`config.mk`:
```
export PLATFORM = sky130hd
export DESIGN_NAME = dslope_seq
export DESIGN_NICKNAME = d
export VERILOG_FILES = /design/src/rtl/dslope_pkg.sv /design/src/rtl/dslope_sync.sv /design/src/rtl/dslope_fsm.sv /design/src/rtl/dslope_result.sv /design/src/rtl/dslope_seq.sv
export SDC_FILE = /design/constraint.sdc
export NUM_CORES = 1
export LEC_CHECK = 0
export BUFFER_PORTS_ARGS = -buffer_cell sky130_fd_sc_hd__buf_2
export CAP_MARGIN = 20
export CORE_UTILIZATION = 56
export DETAILED_ROUTE_END_ITERATION = 8
export PLACE_DENSITY = 0.81
export REMOVE_ABC_BUFFERS = 1
export SKIP_LAST_GASP = 1
export SYNTH_ARGS = -nofsm -noshare
export SYNTH_HDL_FRONTEND = slang
export SYNTH_HIERARCHICAL = 1
export SYNTH_SLANG_ARGS = --single-unit
```
`constraint.sdc`:
```
create_clock -name clk -period 2.9 [get_ports clk]
set_clock_uncertainty 0.2 [all_clocks]
set_input_delay 0.29 -clock clk [delete_from_list [all_inputs] [get_ports clk]]
set_output_delay 0.29 -clock clk [all_outputs]
set_load 0.005 [all_outputs]
```
`src/rtl/dslope_pkg.sv`:
```
`timescale 1ns/1ps
package dslope_pkg;
  typedef enum logic [2:0] {
    PH_IDLE   = 3'd0,
    PH_INTEG  = 3'd1,
    PH_SETTLE = 3'd2,
    PH_DEINT  = 3'd3,
    PH_AZERO  = 3'd4
  } phase_e;
endpackage

```
`src/rtl/dslope_sync.sv`:
```
`timescale 1ns/1ps
module dslope_sync #(
  parameter int STAGES = 2
) (
  input  logic clk,
  input  logic rst,
  input  logic d,
  output logic q
);
  logic [STAGES-1:0] sh;

  generate
    if (STAGES == 1) begin : g_one
      always_ff @(posedge clk) begin
        if (rst) sh <= '0;
        else     sh <= d;
      end
    end else begin : g_many
      always_ff @(posedge clk) begin
        if (rst) sh <= '0;
        else     sh <= {sh[STAGES-2:0], d};
      end
    end
  endgenerate

  assign q = sh[STAGES-1];
endmodule

```
`src/rtl/dslope_fsm.sv`:
```
`timescale 1ns/1ps
module dslope_fsm
  import dslope_pkg::*;
#(
  parameter int INT_CYC = 20,
  parameter int DLY_CYC = 4,
  parameter int AZ_CYC  = 5,
  parameter int MAX_CYC = 30,
  parameter int TW      = 8
) (
  input  logic          clk,
  input  logic          rst,
  input  logic          start,
  input  logic          cont,
  input  logic          cmp_s,
  output phase_e        st,
  output logic [TW-1:0] tmr,
  output logic          pol_q,
  output logic          stop_hit,
  output logic          ovr_hit,
  output logic          int_en,
  output logic          ref_pos_en,
  output logic          ref_neg_en,
  output logic          az_en
);
  phase_e nxt;
  logic   pol_d;
  logic   ref_on;

  always_comb begin
    nxt      = st;
    stop_hit = 1'b0;
    ovr_hit  = 1'b0;
    case (st)
      PH_IDLE:   if (start || cont) nxt = PH_INTEG;
      PH_INTEG:  if (tmr == TW'(INT_CYC - 1)) nxt = PH_SETTLE;
      PH_SETTLE: if (tmr == TW'(DLY_CYC - 1)) nxt = PH_DEINT;
      PH_DEINT: begin
        if (cmp_s != pol_q) begin
          stop_hit = 1'b1;
          nxt      = PH_AZERO;
        end else if (tmr == TW'(MAX_CYC - 1)) begin
          ovr_hit  = 1'b1;
          nxt      = PH_AZERO;
        end
      end
      PH_AZERO:  if (tmr == TW'(AZ_CYC - 1)) nxt = cont ? PH_INTEG : PH_IDLE;
      default:   nxt = PH_IDLE;
    endcase
  end

  // polarity that the next reference choice must follow
  assign pol_d  = (st == PH_INTEG) ? cmp_s : pol_q;
  assign ref_on = (nxt == PH_SETTLE) || (nxt == PH_DEINT);

  always_ff @(posedge clk) begin
    if (rst) begin
      st         <= PH_IDLE;
      tmr        <= '0;
      pol_q      <= 1'b0;
      int_en     <= 1'b0;
      ref_pos_en <= 1'b0;
      ref_neg_en <= 1'b0;
      az_en      <= 1'b0;
    end else begin
      st <= nxt;
      if (nxt != st || st == PH_IDLE) tmr <= '0;
      else                            tmr <= tmr + 1'b1;
      if (st == PH_INTEG && nxt == PH_SETTLE) pol_q <= cmp_s;
      int_en     <= (nxt == PH_INTEG);
      ref_neg_en <= ref_on && pol_d;
      ref_pos_en <= ref_on && !pol_d;
      az_en      <= (nxt == PH_AZERO);
    end
  end


  ref_excl_chk: assert property (@(posedge clk) disable iff (rst)
    !(ref_pos_en && ref_neg_en));

  int_len_chk: assert property (@(posedge clk) disable iff (rst)
    (st == PH_INTEG) |-> (tmr < TW'(INT_CYC)));

  int_ref_chk: assert property (@(posedge clk) disable iff (rst)
    int_en |-> !(ref_pos_en || ref_neg_en));

  deint_ref_chk: assert property (@(posedge clk) disable iff (rst)
    (st == PH_DEINT) |-> (ref_pos_en || ref_neg_en));

  max_cnt_chk: assert property (@(posedge clk) disable iff (rst)
    (st == PH_DEINT) |-> (tmr < TW'(MAX_CYC)));

  az_quiet_chk: assert property (@(posedge clk) disable iff (rst)
    az_en |-> !(int_en || ref_pos_en || ref_neg_en));

  ref_hold_chk: assert property (@(posedge clk) disable iff (rst)
    (ref_neg_en && $past(ref_neg_en)) |-> $stable(pol_q));
endmodule

```
`src/rtl/dslope_result.sv`:
```
`timescale 1ns/1ps
module dslope_result #(
  parameter int MAX_CYC = 30,
  parameter int TW      = 8,
  parameter int MW      = 5
) (
  input  logic          clk,
  input  logic          rst,
  input  logic          stop_hit,
  input  logic          ovr_hit,
  input  logic          pol_q,
  input  logic [TW-1:0] tmr,
  output logic          result_valid,
  output logic          result_sign,
  output logic [MW-1:0] result_mag,
  output logic          result_ovr
);
  always_ff @(posedge clk) begin
    if (rst) begin
      result_valid <= 1'b0;
      result_sign  <= 1'b0;
      result_mag   <= '0;
      result_ovr   <= 1'b0;
    end else begin
      result_valid <= stop_hit || ovr_hit;
      if (stop_hit || ovr_hit) begin
        result_sign <= !pol_q;
        result_ovr  <= ovr_hit;
        result_mag  <= ovr_hit ? MW'(MAX_CYC) : MW'(tmr);
      end
    end
  end


  valid_pulse_chk: assert property (@(posedge clk) disable iff (rst)
    result_valid |=> !result_valid);

  ovr_mag_chk: assert property (@(posedge clk) disable iff (rst)
    (result_valid && result_ovr) |-> (result_mag == MW'(MAX_CYC)));

  hold_chk: assert property (@(posedge clk) disable iff (rst)
    (!result_valid && !$past(rst)) |-> ($stable(result_mag) && $stable(result_sign)));
endmodule

```
`src/rtl/dslope_seq.sv`:
```
`timescale 1ns/1ps
module dslope_seq
  import dslope_pkg::*;
#(
  parameter int CLK_HZ  = 1_000_000,
  parameter int INT_CYC = CLK_HZ / 10,
  parameter int DLY_CYC = int'((64'(CLK_HZ) * 64'd15) / 64'd1_000_000),
  parameter int AZ_CYC  = CLK_HZ / 10,
  parameter int MAX_CYC = 2 * INT_CYC,
  parameter int SYNC_STAGES = 2
) (
  input  logic                         clk,
  input  logic                         rst,
  input  logic                         start,
  input  logic                         cont,
  input  logic                         cmp_in,
  output logic                         int_en,
  output logic                         ref_pos_en,
  output logic                         ref_neg_en,
  output logic                         az_en,
  output logic                         result_valid,
  output logic                         result_sign,
  output logic [$clog2(MAX_CYC+1)-1:0] result_mag,
  output logic                         result_ovr
);
  localparam int MW   = $clog2(MAX_CYC + 1);
  localparam int BIG1 = (INT_CYC > DLY_CYC) ? INT_CYC : DLY_CYC;
  localparam int BIG2 = (AZ_CYC > MAX_CYC) ? AZ_CYC : MAX_CYC;
  localparam int BIG  = (BIG1 > BIG2) ? BIG1 : BIG2;
  localparam int TW   = $clog2(BIG + 1);

  logic          cmp_s;
  phase_e        st;
  logic [TW-1:0] tmr;
  logic          pol_q;
  logic          stop_hit;
  logic          ovr_hit;

  dslope_sync #(.STAGES(SYNC_STAGES)) u_sync (
    .clk (clk),
    .rst (rst),
    .d   (cmp_in),
    .q   (cmp_s)
  );

  dslope_fsm #(
    .INT_CYC (INT_CYC),
    .DLY_CYC (DLY_CYC),
    .AZ_CYC  (AZ_CYC),
    .MAX_CYC (MAX_CYC),
    .TW      (TW)
  ) u_fsm (
    .clk        (clk),
    .rst        (rst),
    .start      (start),
    .cont       (cont),
    .cmp_s      (cmp_s),
    .st         (st),
    .tmr        (tmr),
    .pol_q      (pol_q),
    .stop_hit   (stop_hit),
    .ovr_hit    (ovr_hit),
    .int_en     (int_en),
    .ref_pos_en (ref_pos_en),
    .ref_neg_en (ref_neg_en),
    .az_en      (az_en)
  );

  dslope_result #(
    .MAX_CYC (MAX_CYC),
    .TW      (TW),
    .MW      (MW)
  ) u_res (
    .clk          (clk),
    .rst          (rst),
    .stop_hit     (stop_hit),
    .ovr_hit      (ovr_hit),
    .pol_q        (pol_q),
    .tmr          (tmr),
    .result_valid (result_valid),
    .result_sign  (result_sign),
    .result_mag   (result_mag),
    .result_ovr   (result_ovr)
  );


  back2back_chk: assert property (@(posedge clk) disable iff (rst)
    (cont && $fell(az_en)) |-> int_en);
endmodule

```
# == Word-level counts from Yosys, hierarchy flattened ==
# Cells that the tools add are included.
# word_totals
register_bits,49
output_inout_bits,25
wordCells,52
inputBits,5
# classes
muxes,15
n_addsub,1
eq_ne,13
reduce_logical,11
# op_table
cell,count
"adder 18 x 1 -> 18 bit, second input constant",1
"equality test 18 x 17 -> 1 bit, second input constant",1
"equality test 18 bit, second input constant",1
"equality test 18 x 4 -> 1 bit, second input constant",1
2-to-1 mux 18 bit,1
2-to-1 mux 3 bit,6
one-hot mux 3 bit (5 select lines),1
"equality test 3 x 2 -> 1 bit, second input constant",4
2-to-1 mux 1 bit,7
"equality test 3 x 1 -> 1 bit, second input constant",2
"equality test 3 bit, second input constant",2
logical OR 1 bit,4
logical AND 1 bit,3
logical NOT 3 bit,1
!= test 3 bit,1
logical NOT 1 bit,2
OR reduction 2 bit,1
!= test 1 bit,1

# == Logic depth before layout (Yosys ltp) ==
# Gate-level depths: netlist (run 1).
# depth
word_depth,7
depth_mapped,9
depth_no_buf,8

# == Hierarchy ==
# The synthesis (run 1) kept the hierarchy.
# by_module_without_submodules
module,instances,area_each_um2,seq_area_each_um2,cells_per_inst
dslope_fsm,1,1415.1,520.5,159
dslope_result,1,770.7,420.4,71
dslope_sync,1,52.6,40.0,4

# == Worst setup path before layout (run 1) ==
# Ideal clock, no wire load.
# synth_path
path_kind,register -> register
startpoint,register u_fsm.tmr[5]
endpoint,register u_fsm.tmr[10]
arrival_time_ns,1.937
path_buffers,2
t_required_ns,2.576
period_less_slack_ns,2.260
stages_incl_launch_ff,9
path_slack_ns,0.640
setup_time_ns,0.124
path_cell_list,dfxtp_1 buf_6 or4_1 nor4_2 a21boi_1 nor4_4 xnor2_1 buf_6 nor3_2
# synth_via
elab_chain_len,7
elab_cells_between_ends,13
classes_between,1 x add/sub; 4 x eq/ne; 6 x mux; 2 x reduce/logical
# synth_rtl
item,line,text
"start, declared",dslope_fsm.sv:17,"output logic [TW-1:0] tmr,"
"start signal, assigned",dslope_fsm.sv:68,else tmr <= tmr + 1'b1;
equality test 18 bit,dslope_fsm.sv:42,end else if (tmr == TW'(MAX_CYC - 1)) begin
2-to-1 mux 3 bit,dslope_fsm.sv:42,
2-to-1 mux 3 bit,dslope_fsm.sv:39,if (cmp_s != pol_q) begin
one-hot mux 3 bit (5 select lines),dslope_fsm.sv:34,case (st)
!= test 3 bit,dslope_fsm.sv:67,if (nxt != st || st == PH_IDLE) tmr <= '0;
logical OR 1 bit,dslope_fsm.sv:67,
OR reduction 2 bit (no line),n/a,
# Several ways; a longest one is shown, not always the timed one.
# A chain may end at the register's enable or synchronous reset.

# == Worst setup path in the final report (run 1) ==
# layout_path
startpoint,register u_fsm.tmr[14]
endpoint,register u_fsm.tmr[5]
# layout_via
elab_chain_len,7
elab_cells_between_ends,12
classes_between,4 x eq/ne; 6 x mux; 2 x reduce/logical
# layout_rtl
item,line
equality test 18 bit,dslope_fsm.sv:42
2-to-1 mux 3 bit,dslope_fsm.sv:42
2-to-1 mux 3 bit,dslope_fsm.sv:39
one-hot mux 3 bit (5 select lines) *,dslope_fsm.sv:34
!= test 3 bit *,dslope_fsm.sv:67
logical OR 1 bit *,dslope_fsm.sv:67
OR reduction 2 bit (no line) *,n/a
# Every way passes the cells marked *; elsewhere a longest branch is shown, timed or not.

==> out/summary.md, run 1 <==
The non-filler instance count after layout is 310, and the share of layout cells above drive strength 1 is 22.5%. The flow ran to the end, and the final reports show no timing, DRC or antenna violations. The DRC violations left was 0. Entering global routing, the biggest net connects 21 pins. The number of slew-limit violations in the final report was 0; the number of standard-cell rows in the floorplan was 22. Final hold violation count: 0.

Setup violations remaining at the end of the flow were counted as 0. For the clock sink total, the log shows 49. Initial antenna violation count: 0.

The run gives 6 as the number of warnings printed during yosys synthesis. Dividing the final minimum period by the clock period gives 85.0%. After detailed routing, the number of vias per cell comes to 5.47. Counting the fill cells in the layout gives 307.

The number of buffers created by CTS was 5; the slew at the pin with the worst max-slew slack was 600 ps. At the end of the flow, the number of nets in the layout was 268. Among all flip-flop cells after synthesis, the most frequent one is sky130_fd_sc_hd__dfxtp_1. In this run, the number of DRC markers left after iteration 0 of detailed routing was 83. Hold is met by 167 ps. The logs give 2470 ps for the signal arrival time at the worst endpoint and 0 for the residual antenna-violating net count after detailed routing. Measured against its own limit, the worst slew margin works out to 59.9%. Counting flops with a built-in enable in the synthesized netlist gives 0. In this run the clock root is driven by a sky130_fd_sc_hd__clkbuf_8. For this run, the register share of the synthesized area comes to 43.8%. The vias after detailed routing came out at 1696. The clock latency reported for the late side of the worst-skew pair is 300 ps, and the placeable core region is 3740 µm². Routability congestion estimate: 0.896. Buffers added to address setup during post-CTS repair amount to 0. The fraction of synthesis flops using an asynchronous set or reset pin was 0%.

After synthesis the netlist holds a flip-flop and latch count of 49. 0 antenna diodes ended up in the layout. Worst min-delay path category: in2reg. The logs give 7130 µm for the first-pass GRT wire length and 21.8% for the global-route total usage across every layer. The wire length per cell is 13.4 µm, and the number of global-route vias before repair is 1599. Count of different cell masters after synthesis: 44. The die is 65.2 µm wide. Measured in cells, the most critical reg-to-reg path has a length of 7.

The cell count after placement was 301. The path type of the worst setup path is reg2reg. In the final layout, the multi-input gates occupy 1150 µm². In this run the static leakage power is 0.000904 µW.

In this run the tool buffered the top-level ports with 29 buffer cells. The maximum frequency from static timing analysis was 0.405 GHz; the area of the die was 4250 µm². Setup slack after layout: 434 ps. Area growth from synthesis to final layout: 11.4%. The worst setup path is captured at a flip-flop. The die is 65.2 µm tall.

TritonCTS built the clock tree. Setup repair after global routing left no endpoint under its margin. The tools report the type of origin of the critical path as a flip-flop.

The number of buffers on the longest clock path was 2; the final critical-path required period was 2470 ps. The wire-length estimate of the detail-placed layout is 2930 µm. Once the floorplan was initialized, standard cells occupied 59.8% of the core. At the worst endpoint, the required time is 2900 ps. Summing all flip-flop and latch instances after layout gives 981 µm². For the cell area after synthesis, the log shows 2240 µm². After detailed routing, the total wire length is 4170 µm. The tools report the deepest level of the CTS H-tree as 2. The clock-pin slew on the worst setup and hold paths was 90 ps. The total power of the final layout came out at 1240 µW. For the number of placed I/O pins, the log shows 30. The tool flagged a number of max-cap violations equal to 0. The worst hold path was traced through 2 stages. Summed over all failing endpoints, the final setup total negative slack is 0 ps. The largest fanout on the critical path works out to 11. The power density over cell area is 497 nW/µm², and the register-to-register setup slack is 430 ps.

After synthesis, the mean cell area works out to 9.57 µm². For this run the aggregate overflow at the end of global routing stands at 0. In the synthesized netlist, the number of instances is 234.

IR analysis of the VDD net gives a maximum drop of 362 µV. The logs give 4 for the number of detailed-routing iterations run before antenna repair and 465 ps for the setup slack after placement.
==> sequential cells by signal (all words and copies together) (netlist names) <==
signal,count
u_res/result_ovr,1
u_sync/sh,2
u_fsm/pol_q,1
u_fsm/az_en,1
u_res/result_sign,1
u_fsm/ref_pos_en,1
u_fsm/tmr,18
u_fsm/ref_neg_en,1
u_fsm/st,3
u_res/result_mag,18
u_res/result_valid,1
u_fsm/int_en,1
==> metrics by stage <==
| step | cell area [µm²] | utilization [%] |
|---|---|---|
| floorplan | 2130 | - |
| global route | 2490 | 66.6 |
| detailed placement | 2370 | 63.2 |
| finish | 2490 | 66.6 |
| global placement | 2370 | 63.2 |
| CTS | 2490 | 66.6 |
==> kinds of logic (layout without fill, tap and decap cells) <==
family / after synthesis / count (layout) / share of synthesized area (%)
AND/OR/NAND/NOR: 114 / 114 / 29.8
AO/OA/AOI/OAI: 19 / 19 / 4.98
XOR/XNOR: 17 / 17 / 6.65
buffers and inverters: 14 / 42 / 5.09
multiplexers: 19 / 19 / 8.50
flip-flops: 49 / 49 / 43.8
adder cells (fa/ha/maj): 2 / 2 / 1.12
==> critical path, stage by stage (launching register included) <==
cell and delay [ps]:
sky130_fd_sc_hd__dfxtp_1 380, sky130_fd_sc_hd__or3_4 440, sky130_fd_sc_hd__nor4_2 230, sky130_fd_sc_hd__a31oi_1 200, sky130_fd_sc_hd__nor4_4 380, sky130_fd_sc_hd__xnor2_1 100, sky130_fd_sc_hd__buf_4 210, sky130_fd_sc_hd__a211oi_1 230
==> repair_timing <==
item                                   in CTS  in global routing
hold buffers                                1                  0
endpoints found under the hold margin       1                  0
resized for setup                           0                  0
==> synth_stat cells (all sizes together) (2+ instances only) <==
master | instances | share of area, %
nor3 | 16 | 6.1
o21ai | 2 | 0.45
nor2 | 37 | 6.2
and3 | 5 | 1.4
a21oi | 10 | 2.2
dfxtp | 49 | 44
buf | 10 | 4.4
nor3b | 2 | 0.89
nor4 | 7 | 3.2
nand3 | 10 | 2.5
nand4 | 6 | 1.7
clkbuf | 2 | 0.34
xor2 | 7 | 2.7
mux2i | 19 | 8.5
a31oi | 2 | 0.56
inv | 2 | 0.34
nor2b | 4 | 1.1
nand2 | 15 | 2.5
nand2b | 2 | 0.56
xnor2 | 10 | 3.9
or3 | 2 | 0.78
ha | 2 | 1.1
==> cells in the final DEF (no fill, tap or decap), types with 2 or more instances in the layout <==
cell                        n
sky130_fd_sc_hd__xnor2_1   10
sky130_fd_sc_hd__a21oi_1   10
sky130_fd_sc_hd__xor2_1     7
sky130_fd_sc_hd__nor3_2     9
sky130_fd_sc_hd__clkbuf_8   6
sky130_fd_sc_hd__nand2b_1   2
sky130_fd_sc_hd__and3_1     5
sky130_fd_sc_hd__nor2_1    37
sky130_fd_sc_hd__o21ai_0    2
sky130_fd_sc_hd__nor3_1     6
sky130_fd_sc_hd__nor4_2     2
sky130_fd_sc_hd__nand3_1    9
sky130_fd_sc_hd__a31oi_1    2
sky130_fd_sc_hd__ha_1       2
sky130_fd_sc_hd__inv_1      2
sky130_fd_sc_hd__nor4_1     4
sky130_fd_sc_hd__buf_2     29
sky130_fd_sc_hd__mux2i_1   19
sky130_fd_sc_hd__nand4_1    6
sky130_fd_sc_hd__nand2_1   15
sky130_fd_sc_hd__dfxtp_1   49
sky130_fd_sc_hd__nor2b_1    3
==> metal layers <==
metal / GRT usage [%] / wire length [µm] / vias to the layer above / share of wire (%)
met5: 0 / 0 / - / 0
met4: 8.42 / 76 / 0 / 1.8
met3: 4.69 / 159 / 8 / 3.8
met2: 34.7 / 1960 / 44 / 47
met1: 28.9 / 1970 / 783 / 47
li1: - / - / 861 / -
==> power by group <==
part	switching [µW]	internal, µW
registers	5.15	677
logic	43.4	22.2
clock network	210	281
total	258	980
==> final timing paths <==
kind,startpoint,to
max,u_fsm/tmr[14],u_fsm/tmr[5]
min reg2reg,u_sync/sh[0],u_sync/sh[1]
max reg2reg,u_fsm/tmr[14],u_fsm/tmr[5]
min,rst,u_fsm/az_en
==> area by class of cell <==
cell class / count / share of cell area [%]
clock buffer: 7 / 3.46
clock inverter: 1 / 1.20
inverter: 2 / 0.301
multi-input combinational: 171 / 46.0
sequential: 49 / 39.3
tap: 48 / 2.41
timing repair buffer: 32 / 7.33
Power figures use the tool's default switching activity.
==> run 2, diff against run 1 <==
--- a/config.mk
+++ b/config.mk
@@ -8,11 +8,12 @@
 export BUFFER_PORTS_ARGS = -buffer_cell sky130_fd_sc_hd__buf_2
 export CAP_MARGIN = 20
 export CORE_UTILIZATION = 56
+export CTS_CLUSTER_SIZE = 28
 export DETAILED_ROUTE_END_ITERATION = 8
 export PLACE_DENSITY = 0.81
 export REMOVE_ABC_BUFFERS = 1
 export SKIP_LAST_GASP = 1
+export SLEW_MARGIN = 20
 export SYNTH_ARGS = -nofsm -noshare
 export SYNTH_HDL_FRONTEND = slang
-export SYNTH_HIERARCHICAL = 1
 export SYNTH_SLANG_ARGS = --single-unit
==> out/summary.md, run 2 <==
For the number of global-route vias before repair, the log shows 1528. The cts-stage hold buffer count is 1, and the routability congestion estimate is 0.898. The cell count after placement was 278.

The detailed placement HPWL was 2950 µm. Net switching is 21.8% of the power. In this design, the stage delay of the slowest critical-path cell is 550 ps.

After global routing the overflow that remains totals 0. Setup violations remaining at the end of the flow were counted as 0. The clock passes through at most 2 buffers. The clock network fraction of design power is 36.8%, and the wire length per cell is 14.9 µm. The logs give 0 for the DRC violations left and 3740 µm² for the placeable core region. In this design, the largest share of critical-path delay is due to compound AO/OA/AOI/OAI gates. Once the floorplan was initialized, standard cells occupied 59.7% of the core.

Measured along the x axis, the die boundary spans 65.2 µm. The library cell used most frequently in the layout, excluding fill and tap cells, is sky130_fd_sc_hd__dfxtp_1. Entering global routing, the biggest net connects 17 pins. Final critical-path required period: 2330 ps. The run finished with clean final reports. The tools report the type of origin of the critical path as a flip-flop. Counting the buffers created by CTS gives 5. The number of placed I/O pins was 30; the post-CTS resize count was 0. For the number of cells produced by synthesis, the log shows 215.

The largest total area in the synthesized netlist belongs to sky130_fd_sc_hd__dfxtp_1. The min-delay analysis places its worst path in the category in2reg. In this run the power spent charging and discharging nets is 254 µW. The final critical path takes up 80.5% of the cycle. The share of the Yosys chip area taken by registers is 43.9%. The maximum frequency from static timing analysis was 0.428 GHz; the cell area after synthesis was 2240 µm².

After synthesis, the most frequently instantiated cells are sky130_fd_sc_hd__dfxtp_1 (49), sky130_fd_sc_hd__nor2_1 (25), sky130_fd_sc_hd__a22o_1 (12), sky130_fd_sc_hd__xor2_1 (12), sky130_fd_sc_hd__nand4_1 (10). The share of synthesized area in the top cell type comes to 43.9%. Sequential cells account for 58.8% of the total power. The tools report the library cell used as clock root buffer as sky130_fd_sc_hd__clkbuf_8. Counting both buffers and inverters, the worst setup path holds a total of 0.

The final hold violation count is 0, and the number of slew-limit violations in the final report is 0. After clock tree synthesis, the clock-pin slew on the worst setup and hold paths is 80 ps. The later pin in the worst-skew pair is clocked with a latency of 300 ps. STA classifies the critical path endpoint as a flip-flop.

In the synthesized netlist the async set-or-reset flop fraction comes to 0%. Most used flip-flop cell after synthesis: sky130_fd_sc_hd__dfxtp_1. The signal arrival time at the worst endpoint came out at 2310 ps. The worst max-slew margin expressed relative to the limit was 62.1%; the starting DRC count in detailed routing was 83. The first detailed-routing pass took 4 iterations. The floorplan step set the die height to 65.2 µm. In the routed layout, each cell is associated on average with a via count of 5.76. The final layout contains routed wiring with a total length of 4260 µm.

Max-capacitance violation count: 0. The slowest library cell on the worst path is sky130_fd_sc_hd__o31ai_4. In this run, synthesis produced a sequential element count of 49. In the detailed route, the total length drawn on met3 is 226 µm.

Sorting the synthesized cells by area gives the leading types as sky130_fd_sc_hd__dfxtp_1 (44%), sky130_fd_sc_hd__a22o_1 (4.7%), sky130_fd_sc_hd__xor2_1 (4.7%). The mean post-synth cell area is 10.4 µm². Traced cell by cell, the critical path runs through ha_1 > and4_1 > and4_4 > a21boi_2 > o31ai_4 > nor2_1. In this run the core area contains 22 standard-cell rows. The run gives 7270 µm as the first-pass GRT wire length. Yosys printed 0 warnings.

The tools report the initial antenna violation count as 0. For the count of different cell masters after synthesis, the log shows 53. The worst-case IR drop observed on VDD is 382 µV. Of all nets on the critical path, the largest fanout is 13. The non-filler instance count after layout was 287.

In the layout the commonest cells are sky130_fd_sc_hd__dfxtp_1 (49), sky130_fd_sc_hd__buf_2 (29), sky130_fd_sc_hd__nor2_1 (25). The total leakage power was 0.000972 µW. The slew at the pin with the worst max-slew slack works out to 568 ps. Setup repair after global routing left no endpoint under its margin. Once the clock tree was built, the setup fixing pass inserted 0 buffers. Power comes to 1170 µW.

Internal power comes to 914 µW. Wire segments on met2 add up to 2000 µm in the final route. The synthesized design contains 0 enable-type register cells. The floorplan step defined a die boundary enclosing 4250 µm².

Most numerous cell in the Yosys netlist: sky130_fd_sc_hd__dfxtp_1. The count of buffers added on input and output ports is 29. The tools report the portion of total power attributed to combinational logic as 4.3%. The detailed router put a total of 2020 µm of wire on met1. The clock sink total came out at 49. The largest registers in the layout are u_fsm.tmr (18), u_res.result_mag (18), u_fsm.st (3).

0 antenna diodes ended up in the layout. The post-route netlist has 28.9% of its cells at a drive strength greater than 1. For this design the ratio of total power to cell area is 474 nW/µm². The top layer used by detailed routing is met4.

The final layout net count is 245. The area growth from synthesis to final layout came out at 10.3%. The tools report the required time of the worst setup path as 2870 ps. Worst hold margin: 224 ps.

The tools report the final setup TNS as 0 ps. For this run, the total global-route usage over all layers was measured as 22.6%. TritonCTS built the clock tree.

Once detail routing completed, the nets flagged for antenna violations numbered 0. The vias after detailed routing was 1653. The H-tree generated during clock tree synthesis spans 2 levels. The worst setup path is of the reg2reg kind.
==> run 2: area by class of cell <==
class	instances	area, µm²
Clock buffer	7	96.3
Fill cell	321	1280
Tap cell	48	60.1
Sequential cell	49	981
Clock inverter	1	5.00
Multi-Input combinational cell	148	1150
Timing Repair Buffer	31	163
Inverter	3	11.3
==> run 2: worst paths after layout <==
| kind | cells past startpoint | endpoint | from | slack (ps) |
|---|---|---|---|---|
| setup / recovery | 6 | u_fsm.tmr[9] | u_fsm.tmr[0] | 570 |
| hold / removal | 3 | u_fsm.tmr[1] | rst | 220 |
| setup reg to reg | 6 | u_fsm.tmr[9] | u_fsm.tmr[0] | 570 |
| hold reg to reg | 1 | u_sync.sh[1] | u_sync.sh[0] | 250 |
==> run 2: worst reg2reg max path: stages, from the launching register on <==
cell and delay [ps]:
sky130_fd_sc_hd__dfxtp_1 470, sky130_fd_sc_hd__ha_1 280, sky130_fd_sc_hd__and4_1 230, sky130_fd_sc_hd__and4_4 280
sky130_fd_sc_hd__a21boi_2 100, sky130_fd_sc_hd__o31ai_4 550, sky130_fd_sc_hd__nor2_1 100
==> run 2: routing by layer <==
metal	up-vias	global-route usage, %
met5	-	0
met4	0	9.51
met3	2	7.12
met2	54	34.4
met1	770	29.3
li1	827	-
==> run 2: kinds of logic (layout without fill, tap and decap cells) <==
group | after synthesis | in the layout | synth area share, %
simple gates | 83 | 83 | 22.2
flops | 49 | 49 | 43.9
compound gates | 43 | 43 | 20.1
xor+xnor | 18 | 18 | 7.05
buf+inv | 18 | 42 | 4.70
fa+ha+maj | 2 | 2 | 1.12
mux | 2 | 2 | 0.895
==> run 2: power by group through the flow <==
stage	clock (µW)	sequential [µW]	combinational, µW
CTS	440	687	50.3
global placement	0	703	48.7
floorplan	0	701	32.9
global route	471	689	54.9
detailed placement	0	703	48.7
finish	430	687	50.4
==> run 2: per-stage QoR <==
step / worst slack [ps] / area, µm² / utilization, %
final: 566 / 2470 / 65.9
after global routing: 375 / 2470 / 65.9
after CTS: 565 / 2470 / 65.9
after detailed placement: 574 / 2350 / 62.9
after global placement: 652 / 2350 / 62.9
after floorplan: 830 / 2140 / -
==> run 3, diff against run 2 <==
--- a/config.mk
+++ b/config.mk
@@ -7,10 +7,10 @@
 export LEC_CHECK = 0
 export BUFFER_PORTS_ARGS = -buffer_cell sky130_fd_sc_hd__buf_2
 export CAP_MARGIN = 20
-export CORE_UTILIZATION = 56
+export CORE_UTILIZATION = 51
 export CTS_CLUSTER_SIZE = 28
 export DETAILED_ROUTE_END_ITERATION = 8
-export PLACE_DENSITY = 0.81
+export PLACE_DENSITY = 0.78
 export REMOVE_ABC_BUFFERS = 1
 export SKIP_LAST_GASP = 1
 export SLEW_MARGIN = 20
==> constraint.sdc (replaced) <==
create_clock -name clk -period 1.9 [get_ports clk]
set_clock_uncertainty 0.2 [all_clocks]
set_input_delay 0.19 -clock clk [delete_from_list [all_inputs] [get_ports clk]]
set_output_delay 0.19 -clock clk [all_outputs]
set_load 0.005 [all_outputs]
==> out/summary.md, run 3 (synthesis gave the netlist of run 2 again) <==
The run finished, with violations left. The final reports fail on negative setup slack. For this design the total switching power over the nets is 410 µW. The logs give 1856 for the vias after detailed routing and 0 for the number of slew-limit violations in the final report.

Setup repair after global routing could not meet its margin everywhere. The run gives 301 as the number of filler instances in the final layout. TritonCTS built the clock tree.

In this run the remaining antenna-violating nets after routing total 0. Routability-driven placement finished with a final weighted congestion of 0.888. The worst hold path terminates at u_fsm.tmr[1].

The setup check on the worst reg-to-reg path leaves a slack of -30 ps. Overall power consumption after layout is estimated at 1920 µW. The capturing element type of the critical path is a flip-flop. After detailed placement, the total cell area comes to 2560 µm². The run gives 0.518 GHz as the maximum frequency from static timing analysis. The critical path is of the reg2reg type. The worst setup path is launched from a flip-flop. Of the available clock period, the critical path in the final layout requires 102%. The worst max-slew margin expressed relative to the limit is 72.9%, and the total routed wirelength is 5320 µm. The die covers 4650 µm². The internal power consumption is 1510 µW, and the DRC violations left is 0. VDD sags by at most 579 µV.

Final global-route overflow total: 0. The root buffer cell chosen for the clock tree is sky130_fd_sc_hd__clkbuf_8. The number of antenna repair diodes was 0; the final critical-path required period was 1930 ps. The wire length per cell was 16.5 µm.

The switching fraction of total power is 21.3%. Entering global routing, the biggest net connects 17 pins. The number of standard-cell rows in the floorplan was 23. The clock reaches the later pin of the worst-skew pair after 300 ps. Combinational cells account for 6.0% of the total power. The largest fanout on the critical path came out at 6.

The detailed placement HPWL is 3520 µm. In the final layout, the share of cells above drive strength 1 is 42.6%. The multi-input combinational cells in the finished layout cover a total of 1210 µm². The die width works out to 68.2 µm.

The clock net in this run drives a total of 49 sinks. The number of buffers created by CTS was 5; the final hold violation count was 0. The analysis attributes to cell leakage a power of 0.00117 µW. Clock-pin slew was measured on the worst setup and hold paths at 90 ps. In this run the power density over the cells is 680 nW/µm².

The worst register-to-register path begins at u_fsm.tmr[0]. The logs give 278 for the final layout net count and 8390 µm for the first-pass GRT wire length. The number of placed I/O pins is 30. Most common library cell in the layout ignoring fill and taps: sky130_fd_sc_hd__dfxtp_1. The setup slack after layout is -32.2 ps, and the depth of the worst hold-timing path is 3. Number of buffers on the longest clock path: 2. Critical hold path startpoint: rst.

The logs give 2 for the deepest level of the CTS H-tree and 0 for the max-capacitance violation count. The effective utilization at floorplan was 54.3%; the starting DRC count in detailed routing was 131. Setup violations remaining at the end of the flow were counted as 13. Dividing the detail-routed via count by the number of cells gives 5.76.

Register area: 993 µm². At the pin with the least slew margin, the transition time is 403 ps. The initial antenna violation count came out at 0. For the relative contribution of sequential cells to total power, the log shows 54.2%. The run gives -173 ps as the final setup TNS. The placeable core region was 4120 µm². In the final layout, the registers with the most flip-flops are u_fsm.tmr (18), u_res.result_mag (18), u_fsm.st (3). Leaving out fill and tap cells, the most frequent cells in the layout are sky130_fd_sc_hd__dfxtp_1 (43), sky130_fd_sc_hd__buf_4 (32), sky130_fd_sc_hd__buf_2 (29). Data on the critical path is required at its endpoint by 1900 ps. The path class of the tightest hold or removal check is in2reg. The worst register-to-register path has a depth of 8.

The share of total power dissipated in the clock network is 39.9%. Number of global-route vias before repair: 1802. The count of input and output buffers was 29; the cell area after layout was 2830 µm².

The die is 68.2 µm tall. STA puts the critical path data arrival time at 1940 ps. The global-route total usage across every layer was 25.3%.

The first detailed-routing pass ran for 4 iterations. From synthesis to final layout, the design area changed by 26.6%. Capture point of the worst reg-to-reg path: u_fsm.tmr[7].
run 3: cell count changes in the layout (fill, tap and decap cells not counted), moves of 2 or more:
cell                      previous run  this run
sky130_fd_sc_hd__dfxtp_1            49        43
sky130_fd_sc_hd__nor2_1             25        21
sky130_fd_sc_hd__dfxtp_2             0         4
sky130_fd_sc_hd__dfxtp_4             0         2
sky130_fd_sc_hd__buf_4               1        32
sky130_fd_sc_hd__nor2_2              1         5
run 3: layout make-up:
cell class / instances / area share (%)
multi-input combinational: 148 / 42.8
sequential: 49 / 35.1
timing repair buffer: 64 / 15.3
clock buffer: 7 / 3.05
tap: 50 / 2.21
clock inverter: 1 / 1.06
inverter: 3 / 0.398
run 3: power groups by stage:
stage / Combinational [µW] / Clock (µW) / Sequential [µW]
3_3_place_gp: 96.9 / 0 / 1070
2_1_floorplan: 50.2 / 0 / 1070
6_report: 115 / 767 / 1040
4_1_cts: 116 / 780 / 1040
3_5_place_dp: 97.9 / 0 / 1070
5_1_grt: 123 / 811 / 1040
run 3: worst max-delay path, cell delays in order (launching register included):
cell and delay [ps]:
sky130_fd_sc_hd__dfxtp_4 370, sky130_fd_sc_hd__ha_4 140, sky130_fd_sc_hd__and4_4 210, sky130_fd_sc_hd__and4_4 270
sky130_fd_sc_hd__a211oi_4 80, sky130_fd_sc_hd__o31ai_4 250, sky130_fd_sc_hd__buf_6 150, sky130_fd_sc_hd__buf_16 110
sky130_fd_sc_hd__nor2_1 40
run 3: what timing repair did:
item                                   in CTS  in global routing
pin swaps                                   8                  6
gates resized for setup                    11                 12
setup endpoints to repair                  21                 44
endpoints found under the hold margin       1                  0
hold buffers                                1                  0
gates cloned                                1                  0
setup buffers                               5                  2
run 3: routing by layer:
metal | GRT usage, % | share of wire, % | wire, µm | vias to the layer above
met3 | 5.83 | 4.1 | 217 | 15
met4 | 12.8 | 2.7 | 142 | 0
met5 | 0 | 0 | 0 | -
li1 | - | - | - | 895
met1 | 30.9 | 44 | 2330 | 894
met2 | 41.2 | 49 | 2620 | 52
run 3: how the worst max path moves through the flow:
stage                      start  slack, ps          endpoint  depth (start not counted)
global placement    u_fsm.tmr[1]        -10     u_fsm.tmr[12]                          7
detailed placement  u_fsm.tmr[0]        -80  u_fsm.ref_neg_en                          6
floorplan           u_fsm.tmr[0]       -170     u_fsm.tmr[10]                          6
global route        u_fsm.tmr[0]        -90  u_fsm.ref_neg_en                          7
CTS                 u_fsm.tmr[0]        -20     u_fsm.tmr[17]                          7
finish              u_fsm.tmr[0]        -30      u_fsm.tmr[7]                          8
run 3: metrics by stage:
| step | hold slack [ps] | std cells | setup slack, ps | utilization, % |
|---|---|---|---|---|
| finish | 121 | 322 | -32.2 | 68.8 |
| global route | 130 | 322 | -87.2 | 68.8 |
| CTS | 115 | 321 | -19.8 | 68.1 |
| detailed placement | 211 | 306 | -78.3 | 62.3 |
| global placement | 196 | 306 | -13.7 | 62.3 |
| floorplan | 54.6 | 200 | -170 | - |
